File: src/rtl/nic_csr_pkg.sv
package nic_csr_pkg;

   localparam int OFS_W = 5;

   // offsets shared by page 0 (and partly page 2)
   localparam logic [OFS_W-1:0] OFS_CMD   = 5'h00;
   localparam logic [OFS_W-1:0] OFS_START = 5'h01;
   localparam logic [OFS_W-1:0] OFS_STOP  = 5'h02;
   localparam logic [OFS_W-1:0] OFS_BNDY  = 5'h03;
   localparam logic [OFS_W-1:0] OFS_TXPG  = 5'h04;
   localparam logic [OFS_W-1:0] OFS_ISR   = 5'h07;
   localparam logic [OFS_W-1:0] OFS_RXCFG = 5'h0C;
   localparam logic [OFS_W-1:0] OFS_TXCFG = 5'h0D;
   localparam logic [OFS_W-1:0] OFS_DCFG  = 5'h0E;
   localparam logic [OFS_W-1:0] OFS_IMR   = 5'h0F;

   // command bit positions
   localparam int CB_STOP = 0;
   localparam int CB_XMIT = 2;
   localparam int CB_RRD  = 3;
   localparam int CB_RWR  = 4;

   // interrupt status bit positions
   localparam int IB_RX   = 0;
   localparam int IB_TX   = 1;
   localparam int IB_RDMA = 6;
   localparam int IB_RST  = 7;

   localparam logic [7:0] CMD_RST_VAL = 8'h22;
   localparam logic [7:0] ISR_RST_VAL = 8'h80;
   localparam logic [7:0] TXST_OK     = 8'h01;

   typedef enum logic [1:0] {PG_0 = 2'd0, PG_1 = 2'd1, PG_2 = 2'd2, PG_3 = 2'd3} page_e;

   // split 16-bit registers: 0 transmit count, 1 remote address, 2 remote count
   localparam int N_WIDE = 3;

   function automatic logic [OFS_W-1:0] wide_lo_ofs(input int idx);
      case (idx)
         0:       return 5'h05;
         1:       return 5'h08;
         default: return 5'h0A;
      endcase
   endfunction

endpackage

File: src/rtl/csr_addr_decode.sv
module csr_addr_decode
   import nic_csr_pkg::*;
#(
   parameter int HOST_AW = 16
) (
   input  logic [HOST_AW-1:0] host_addr,
   input  logic [1:0]         page_bits,
   output logic [OFS_W-1:0]   ofs,
   output page_e              page,
   output logic               cmd_hit
);

   generate
      if (HOST_AW < OFS_W) begin : g_bad_aw
         $error("HOST_AW must cover the register offset");
      end
      if (HOST_AW > OFS_W) begin : g_hi
         logic unused_hi_bits;
         assign unused_hi_bits = ^host_addr[HOST_AW-1:OFS_W];
      end
   endgenerate

   assign ofs     = host_addr[OFS_W-1:0];
   assign page    = page_e'(page_bits);
   assign cmd_hit = (ofs == OFS_CMD);

endmodule

File: src/rtl/csr_wide_reg.sv
module csr_wide_reg #(
   parameter int          W       = 16,
   parameter logic [W-1:0] RST_VAL = '0
) (
   input  logic         clk,
   input  logic         rst_n,
   input  logic         we_lo,
   input  logic         we_hi,
   input  logic [7:0]   wdata,
   output logic [W-1:0] q
);

   localparam int HI_W = W - 8;

   generate
      if (W <= 8 || W > 16) begin : g_bad_w
         $error("csr_wide_reg width must be 9..16");
      end
   endgenerate

   always_ff @(posedge clk or negedge rst_n) begin
      if (!rst_n) begin
         q <= RST_VAL;
      end else begin
         if (we_lo) q[7:0]   <= wdata;
         if (we_hi) q[W-1:8] <= wdata[HI_W-1:0];
      end
   end


   half_keep_chk: assert property (@(posedge clk) disable iff (!rst_n)
      (we_lo && !we_hi) |=> $stable(q[W-1:8]));

endmodule

File: src/rtl/csr_irq_ctrl.sv
module csr_irq_ctrl
   import nic_csr_pkg::*;
(
   input  logic       clk,
   input  logic       rst_n,
   input  logic       clr_we,
   input  logic       imr_we,
   input  logic [7:0] wdata,
   input  logic       rst_flag_clr,
   input  logic [6:0] set_vec,
   output logic [7:0] isr,
   output logic [7:0] imr,
   output logic       irq
);

   logic [7:0] isr_nxt;

   always_comb begin
      isr_nxt = isr;
      if (clr_we)       isr_nxt[6:0]   = isr_nxt[6:0] & ~wdata[6:0];
      if (rst_flag_clr) isr_nxt[IB_RST] = 1'b0;
      isr_nxt[6:0] = isr_nxt[6:0] | set_vec;
   end

   always_ff @(posedge clk or negedge rst_n) begin
      if (!rst_n) begin
         isr <= ISR_RST_VAL;
         imr <= 8'h00;
      end else begin
         isr <= isr_nxt;
         if (imr_we) imr <= wdata;
      end
   end

   assign irq = |(isr[6:0] & imr[6:0]);


   isr_clear_chk: assert property (@(posedge clk) disable iff (!rst_n)
      (clr_we && ((set_vec & wdata[6:0]) == 7'd0)) |=> ((isr[6:0] & $past(wdata[6:0])) == 7'd0));


   isr_hold_chk: assert property (@(posedge clk) disable iff (!rst_n)
      (!clr_we && !rst_flag_clr) |=> ((isr & $past(isr)) == $past(isr)));


   evt_wins_chk: assert property (@(posedge clk) disable iff (!rst_n)
      (|set_vec) |=> ((isr[6:0] & $past(set_vec)) == $past(set_vec)));


   irq_cause_chk: assert property (@(posedge clk) disable iff (!rst_n)
      $rose(irq) |-> $past(imr_we || (|set_vec)));

endmodule

File: src/rtl/nic_paged_csr.sv
module nic_paged_csr
   import nic_csr_pkg::*;
#(
   parameter int HOST_AW   = 16,
   parameter int STA_BYTES = 6,
   parameter int MC_BYTES  = 8
) (
   input  logic               clk,
   input  logic               rst_n,
   input  logic               wr_en,
   input  logic               rd_en,
   input  logic [HOST_AW-1:0] addr,
   input  logic [7:0]         wdata,
   output logic [7:0]         rdata,
   input  logic [6:0]         evt_set,
   output logic               irq
);

   localparam logic [OFS_W-1:0] CURPG_OFS = OFS_W'(STA_BYTES + 1);
   localparam int               MC_BASE   = STA_BYTES + 2;

   generate
      if (STA_BYTES + MC_BYTES + 1 != 15) begin : g_bad_map
         $error("page 1 must fill offsets 1..15 exactly");
      end
      if (MC_BYTES < 1 || STA_BYTES < 1) begin : g_bad_cnt
         $error("station and multicast byte counts must be positive");
      end
   endgenerate

   logic [7:0]       cmd_q, start_q, stop_q, bnd_q, txpg_q, txst_q;
   logic [7:0]       rxcfg_q, txcfg_q, dcfg_q, curpg_q;
   logic [7:0]       sta_q [STA_BYTES];
   logic [7:0]       mc_q  [MC_BYTES];
   logic [15:0]      wide_q [N_WIDE];
   logic [7:0]       isr, imr;
   logic [OFS_W-1:0] ofs;
   page_e            page;
   logic             cmd_hit;

   csr_addr_decode #(.HOST_AW(HOST_AW)) u_dec (
      .host_addr (addr),
      .page_bits (cmd_q[7:6]),
      .ofs       (ofs),
      .page      (page),
      .cmd_hit   (cmd_hit)
   );

   logic cmd_we, go, do_xmit, rdma_req, rdma_zero;
   logic wr_p0, wr_p1;

   assign cmd_we    = wr_en && cmd_hit;
   assign go        = cmd_we && !wdata[CB_STOP];
   assign do_xmit   = go && wdata[CB_XMIT];
   assign rdma_req  = go && (wdata[CB_RRD] || wdata[CB_RWR]);
   assign rdma_zero = (wide_q[2] == 16'd0);
   assign wr_p0     = wr_en && !cmd_hit && (page == PG_0);
   assign wr_p1     = wr_en && !cmd_hit && (page == PG_1);

   // command register and page-0 byte registers
   always_ff @(posedge clk or negedge rst_n) begin
      if (!rst_n) begin
         cmd_q   <= CMD_RST_VAL;
         start_q <= 8'h00;
         stop_q  <= 8'h00;
         bnd_q   <= 8'h00;
         txpg_q  <= 8'h00;
         txst_q  <= 8'h00;
         rxcfg_q <= 8'h00;
         txcfg_q <= 8'h00;
         dcfg_q  <= 8'h00;
      end else begin
         if (cmd_we) begin
            cmd_q <= wdata;
            if (do_xmit) cmd_q[CB_XMIT] <= 1'b0;
         end
         if (do_xmit) txst_q <= TXST_OK;
         if (wr_p0) begin
            case (ofs)
               OFS_START: start_q <= wdata;
               OFS_STOP:  stop_q  <= wdata;
               OFS_BNDY:  bnd_q   <= wdata;
               OFS_TXPG:  txpg_q  <= wdata;
               OFS_RXCFG: rxcfg_q <= wdata;
               OFS_TXCFG: txcfg_q <= wdata;
               OFS_DCFG:  dcfg_q  <= wdata;
               default: ;
            endcase
         end
      end
   end

   // split 16-bit registers on page 0
   generate
      for (genvar w = 0; w < N_WIDE; w++) begin : g_wide
         localparam logic [OFS_W-1:0] LO = wide_lo_ofs(w);
         csr_wide_reg #(.W(16), .RST_VAL(16'h0000)) u_wide (
            .clk   (clk),
            .rst_n (rst_n),
            .we_lo (wr_p0 && (ofs == LO)),
            .we_hi (wr_p0 && (ofs == LO + 5'd1)),
            .wdata (wdata),
            .q     (wide_q[w])
         );
      end
   endgenerate

   logic unused_wide;
   assign unused_wide = ^{wide_q[0], wide_q[1]};

   // page-1 station address, current page, multicast mask
   generate
      for (genvar s = 0; s < STA_BYTES; s++) begin : g_sta
         always_ff @(posedge clk or negedge rst_n) begin
            if (!rst_n)                                sta_q[s] <= 8'h00;
            else if (wr_p1 && ofs == OFS_W'(1 + s))    sta_q[s] <= wdata;
         end
      end
      for (genvar m = 0; m < MC_BYTES; m++) begin : g_mc
         always_ff @(posedge clk or negedge rst_n) begin
            if (!rst_n)                                  mc_q[m] <= 8'hFF;
            else if (wr_p1 && ofs == OFS_W'(MC_BASE + m)) mc_q[m] <= wdata;
         end
      end
   endgenerate

   always_ff @(posedge clk or negedge rst_n) begin
      if (!rst_n)                          curpg_q <= 8'h00;
      else if (wr_p1 && ofs == CURPG_OFS)  curpg_q <= wdata;
   end

   // interrupt status and mask
   logic [6:0] set_vec;
   always_comb begin
      set_vec          = evt_set;
      set_vec[IB_TX]   = evt_set[IB_TX]   | do_xmit;
      set_vec[IB_RDMA] = evt_set[IB_RDMA] | (rdma_req && rdma_zero);
   end

   csr_irq_ctrl u_irq (
      .clk          (clk),
      .rst_n        (rst_n),
      .clr_we       (wr_p0 && ofs == OFS_ISR),
      .imr_we       (wr_p0 && ofs == OFS_IMR),
      .wdata        (wdata),
      .rst_flag_clr (go),
      .set_vec      (set_vec),
      .isr          (isr),
      .imr          (imr),
      .irq          (irq)
   );

   // read mux
   logic [7:0] rd_mux;
   always_comb begin
      rd_mux = 8'h00;
      if (cmd_hit) begin
         rd_mux = cmd_q;
      end else begin
         case (page)
            PG_0: begin
               case (ofs)
                  OFS_BNDY: rd_mux = bnd_q;
                  OFS_TXPG: rd_mux = txst_q;
                  OFS_ISR:  rd_mux = isr;
                  default:  rd_mux = 8'h00;
               endcase
            end
            PG_1: begin
               for (int s = 0; s < STA_BYTES; s++)
                  if (ofs == OFS_W'(1 + s)) rd_mux = sta_q[s];
               if (ofs == CURPG_OFS) rd_mux = curpg_q;
               for (int m = 0; m < MC_BYTES; m++)
                  if (ofs == OFS_W'(MC_BASE + m)) rd_mux = mc_q[m];
            end
            PG_2: begin
               case (ofs)
                  OFS_START: rd_mux = start_q;
                  OFS_STOP:  rd_mux = stop_q;
                  OFS_TXPG:  rd_mux = txpg_q;
                  OFS_RXCFG: rd_mux = rxcfg_q;
                  OFS_TXCFG: rd_mux = txcfg_q;
                  OFS_DCFG:  rd_mux = dcfg_q;
                  OFS_IMR:   rd_mux = imr;
                  default:   rd_mux = 8'h00;
               endcase
            end
            default: rd_mux = 8'h00;
         endcase
      end
   end

   assign rdata = rd_en ? rd_mux : 8'h00;


   xmit_ack_chk: assert property (@(posedge clk) disable iff (!rst_n)
      (cmd_we && !wdata[CB_STOP] && wdata[CB_XMIT]) |=>
         (!cmd_q[CB_XMIT] && txst_q == TXST_OK && isr[IB_TX]));


   rst_flag_chk: assert property (@(posedge clk) disable iff (!rst_n)
      (cmd_we && !wdata[CB_STOP]) |=> !isr[IB_RST]);


   rdma_zero_chk: assert property (@(posedge clk) disable iff (!rst_n)
      (cmd_we && !wdata[CB_STOP] && (wdata[CB_RRD] || wdata[CB_RWR]) && wide_q[2] == 16'd0)
         |=> isr[IB_RDMA]);


   hi_ofs_chk: assert property (@(posedge clk) disable iff (!rst_n)
      (wr_en && addr[4]) |=> ($stable(cmd_q) && $stable(bnd_q) && $stable(imr) && $stable(curpg_q)));

endmodule

File: config.mk
export PLATFORM = sky130hd
export DESIGN_NAME = nic_paged_csr
export DESIGN_NICKNAME = d
export VERILOG_FILES = /design/src/rtl/nic_csr_pkg.sv /design/src/rtl/csr_addr_decode.sv /design/src/rtl/csr_wide_reg.sv /design/src/rtl/csr_irq_ctrl.sv /design/src/rtl/nic_paged_csr.sv
export SDC_FILE = /design/constraint.sdc
export NUM_CORES = 1
export LEC_CHECK = 0
export BUFFER_PORTS_ARGS = -buffer_cell sky130_fd_sc_hd__buf_2
export CAP_MARGIN = 20
export CORE_MARGIN = 2
export CORE_UTILIZATION = 49
export CTS_CLUSTER_DIAMETER = 100
export DETAILED_ROUTE_END_ITERATION = 10
export PLACE_DENSITY = 0.66
export SYNTH_ARGS = -nofsm -noshare
export SYNTH_HDL_FRONTEND = slang
export SYNTH_SLANG_ARGS = --single-unit
File: constraint.sdc
create_clock -name clk -period 2.7 [get_ports clk]
set_input_delay 0.135 -clock clk [delete_from_list [all_inputs] [get_ports clk]]
set_output_delay 0.135 -clock clk [all_outputs]
set_load 0.005 [all_outputs]
==> results.py <==
metrics = {
    "route": {
        "top_layer": "met4",
        "wl_met2_um": 13670,
        "m1WireLength_um": 13140,
        "ant_nets": 0,
        "wl_per_cell_um": 24.01,
        "firstDrtPassIters": 5,
        "drc": 0,
        "drt_iter0_markers": 557,
        "wl_met3_um": 1637,
        "routed_wl_um": 29120,
        "post_drt_via_cell_ratio": 6.157,
        "num_vias": 7468,
    },
    "job": {
        "maxCapViolCount": 0,
    },
    "setup_path": {
        "crit_type": "register to output port",
        "critPathMaxFanout": 2,
        "worstPathRequired_ns": 2.57,
        "crit-reg2reg-capture": "sta_q[24]$_DFFE_PN0P_",
        "r2r_cells": 4,
        "slowest_delay_ns": 0.53,
        "worst_ep_arrival_time_ns": 2.52,
        "cp_slowest_cell": "dfstp_2",
        "crit_chain": "mux2_2 -> o221ai_1 -> and3_1 -> o41ai_1 -> buf_4 -> a221o_1 -> buf_2",
        "crit_end": "rdata[6]",
        "start_kind": "register",
        "reg2reg_slack_ns": 0.31,
        "crit_path_start": "mc_q[54]$_DFFE_PN1P_",
        "timing.rr.start": "cmd_q[6]$_DFFE_PN0P_",
        "cp-end-kind": "output port",
    },
    "clock_tree": {
        "clock_latency_ns": 0.53,
        "cts-htree-levels": 1,
        "post_cts_buffers": 0,
        "cts_buffers": 25,
        "path_clk_slew_ns": 0.06,
        "cts_tree": "built",
        "cts_sinks": 217,
        "clockBufferDepth": 3,
        "clockRootBuffer": "clkbuf_16",
    },
    "sta": {
        "timing.hold.ws_ns": 0.03727,
        "setup_violations": 0,
        "drv_slew": 0,
        "period_needed_ns": 2.651,
        "max_freq_mhz": 377.2,
        "worstMarginPinSlew_ns": 1.032,
        "finalHoldViolations": 0,
        "rsz0062_at_grt": "false",
        "slew-limit-headroom": 0.3093,
        "fin_skew_ns": 0.01456,
        "fin_ws_ns": 0.04867,
        "period_share": 0.9820,
        "fin_tns_setup_ns": 0,
    },
    "place": {
        "gp_congestion": 0.8916,
        "place.port_buffers": 32,
        "hpwl_um": 19660,
        "postPlaceCellArea_mm2": 0.01113,
        "post-place-ws_ns": 0.2413,
    },
    "power": {
        "internal-power_uw": 6512,
        "seq_power_share": 0.458,
        "p_leak_uw": 0.005250,
        "p_comb_frac": 0.119,
        "power.switching_uw": 2109,
        "power_frac_clock": 0.423,
        "switching_share": 0.2447,
        "p_per_area_mw_per_mm2": 710.8,
        "irDropWorstVdd_v": 0.0004175,
    },
    "synthesis": {
        "synth_cells": 852,
        "synth_edf_count": 0,
        "synth_compound_area_frac": 0.1186,
        "syn_area_mm2": 0.01043,
        "ys_warn_count": 0,
        "syn_area_per_cell_um2": 12.24,
        "ys_types": 61,
        "yosys_most_used_dff": "dfrtp_1",
        "synth-async-reset-ratio": 1.000,
        "ys_seq_area_frac": 0.5288,
        "synth_top_family_by_area": "multiplexers",
        "yosys.area_share.simple": 0.08183,
        "synth-xor-area-share": 0.0008399,
        "synth_nets": 887,
        "synth_adder_area_share": 0,
        "synthMuxAreaShare": 0.2438,
        "synth_seq_cells": 217,
    },
    "die": {
        "core_area_mm2": 0.02096,
        "die-width_um": 149.9,
        "dieArea_mm2": 0.02246,
        "initial_core_util": 0.4976,
        "io_pins": 44,
        "die_h_um": 149.9,
        "rows": 53,
    },
    "hold_path": {
        "hold_class": "input port to register",
    },
    "finish": {
        "drive_gt1_frac": 0.4771,
        "areaGrowthSynthToFinish_pct": 16.32,
        "final_nets": 953,
        "design_area_mm2": 0.01213,
    },
    "grt": {
        "grt_overflow_total": 0,
        "grt_pass1_vias": 7639,
        "grt_pass1_wl_um": 45590,
        "grt_max_degree": 91,
        "track_usage": 0.2662,
        "antenna_found_initial": 0,
    },
    "status": {
        "status": "completed",
    },
}
## placed cells by master (no fill, tap or decap), types with 7 or more instances in the layout
master,instances
a21oi_1,24
a221oi_1,7
a22o_1,7
a22oi_1,30
a31oi_1,7
buf_2,31
buf_4,57
clkbuf_16,25
dfrtp_1,150
dfstp_2,67
dlygate4sd3_1,8
mux2_2,216
mux2i_1,11
nand2_1,44
nand2b_1,7
nand3_1,7
nor2_1,35
nor2_2,12
nor2b_1,8
nor3_1,9
o21ai_0,48
o22ai_1,18
## per-stage QoR
| stage | total power, uW | util | std cells |
|---|---|---|---|
| floorplan | 4614 | - | 852 |
| global placement | 4967 | 0.5312 | 1158 |
| detailed placement | 5009 | 0.5312 | 1158 |
| CTS | 8670 | 0.5779 | 1212 |
| global route | 8958 | 0.5787 | 1212 |
| finish | 8621 | 0.5788 | 1213 |
## layout make-up
class	count	area, um2
fillers	1752	8826
flip-flops and latches	217	5514
multi-input cells	572	4659
repair buffers	98	698.2
clock buffers	32	691.9
well taps	275	344.1
clock inverters	14	203.9
inverters	4	15.01
diodes	1	2.502
## layer usage
layer / vias up / global-route usage
met5: - / 0
met4: 0 / 0.07358
met3: 54 / 0.04024
met2: 237 / 0.4233
met1: 3869 / 0.3811
li1: 3308 / -
## Yosys cell counts (all sizes together), types with 2 or more instances
master / count / share of area
a2111oi: 3 / 0.0025
a211oi: 3 / 0.0022
a21o: 6 / 0.0043
a21oi: 24 / 0.012
a221o: 4 / 0.0038
a221oi: 7 / 0.0059
a222oi: 2 / 0.0019
a22o: 7 / 0.0059
a22oi: 30 / 0.022
a31o: 2 / 0.0017
a31oi: 7 / 0.0042
and2: 3 / 0.0018
and3: 2 / 0.0012
buf: 24 / 0.012
clkbuf: 35 / 0.013
dfrtp: 150 / 0.36
dfstp: 67 / 0.17
inv: 4 / 0.0014
mux2: 216 / 0.23
mux2i: 11 / 0.011
nand2: 44 / 0.016
nand2b: 7 / 0.0042
nand3: 7 / 0.0034
nand3b: 2 / 0.0014
nand4: 2 / 0.0012
nor2: 47 / 0.020
nor2b: 8 / 0.0048
nor3: 17 / 0.013
nor4: 4 / 0.0024
o211ai: 6 / 0.0048
o21ai: 48 / 0.023
o221ai: 3 / 0.0025
o22ai: 18 / 0.011
o311ai: 3 / 0.0025
o41ai: 2 / 0.0024
or2: 4 / 0.0024
or3: 6 / 0.0036
or3b: 3 / 0.0028
or4: 3 / 0.0022
## critical path: cells and delay by family (launching register included)
kind	cells	cell delay, ns
AOI/OAI and AO/OA	3	0.79
DFF	1	0.53
buffers and inverters	2	0.33
and+or+nand+nor	1	0.19
muxes	1	0.15
## state kept, by name, summed over array words and instances (netlist names)
signal / count
mc_q: 64
sta_q: 48
g_wide.u_wide.q: 16
bnd_q: 8
cmd_q: 8
curpg_q: 8
dcfg_q: 8
rxcfg_q: 8
start_q: 8
stop_q: 8
txcfg_q: 8
txpg_q: 8
u_irq.imr: 8
u_irq.isr: 8
txst_q: 1
## how the worst min path moves through the flow
stage                  start                endpoint  slack (ns)  cells after the start
floorplan              rst_n    bnd_q[0]$_DFFE_PN0P_       -0.16                      0
global placement       rst_n    cmd_q[2]$_DFFE_PN0P_        0.20                      1
detailed placement     rst_n    cmd_q[3]$_DFFE_PN0P_        0.21                      1
CTS                 wdata[0]  u_irq.isr[0]$_DFF_PN0_        0.03                      3
global route        wdata[0]  u_irq.isr[0]$_DFF_PN0_        0.03                      3
finish              wdata[0]  u_irq.isr[0]$_DFF_PN0_        0.04                      3
## power groups by stage
stage / Sequential [uW] / Combinational (uW) / Clock [uW]
2_1_floorplan: 3920 / 696 / 0
3_3_place_gp: 3980 / 987 / 0
3_5_place_dp: 4000 / 1010 / 0
4_1_cts: 3940 / 1030 / 3700
5_1_grt: 4000 / 1110 / 3840
6_report: 3950 / 1030 / 3650
## repair_timing
action / CTS / global route
endpoints found under the hold margin: 44 / 0
resized for setup: 1 / 3
hold buffers: 8 / 0
setup endpoints to repair: 1 / 2
## logic make-up (layout without fill, tap and decap cells)
group | Yosys count | count (layout)
buffers and inverters | 63 | 148
and+or+nand+nor | 161 | 161
other | 0 | 1
muxes | 227 | 227
DFF | 217 | 217
AOI/OAI and AO/OA | 183 | 183
xor gates and xnor gates | 1 | 1
No activity file was read; power rests on OpenSTA's default activity.
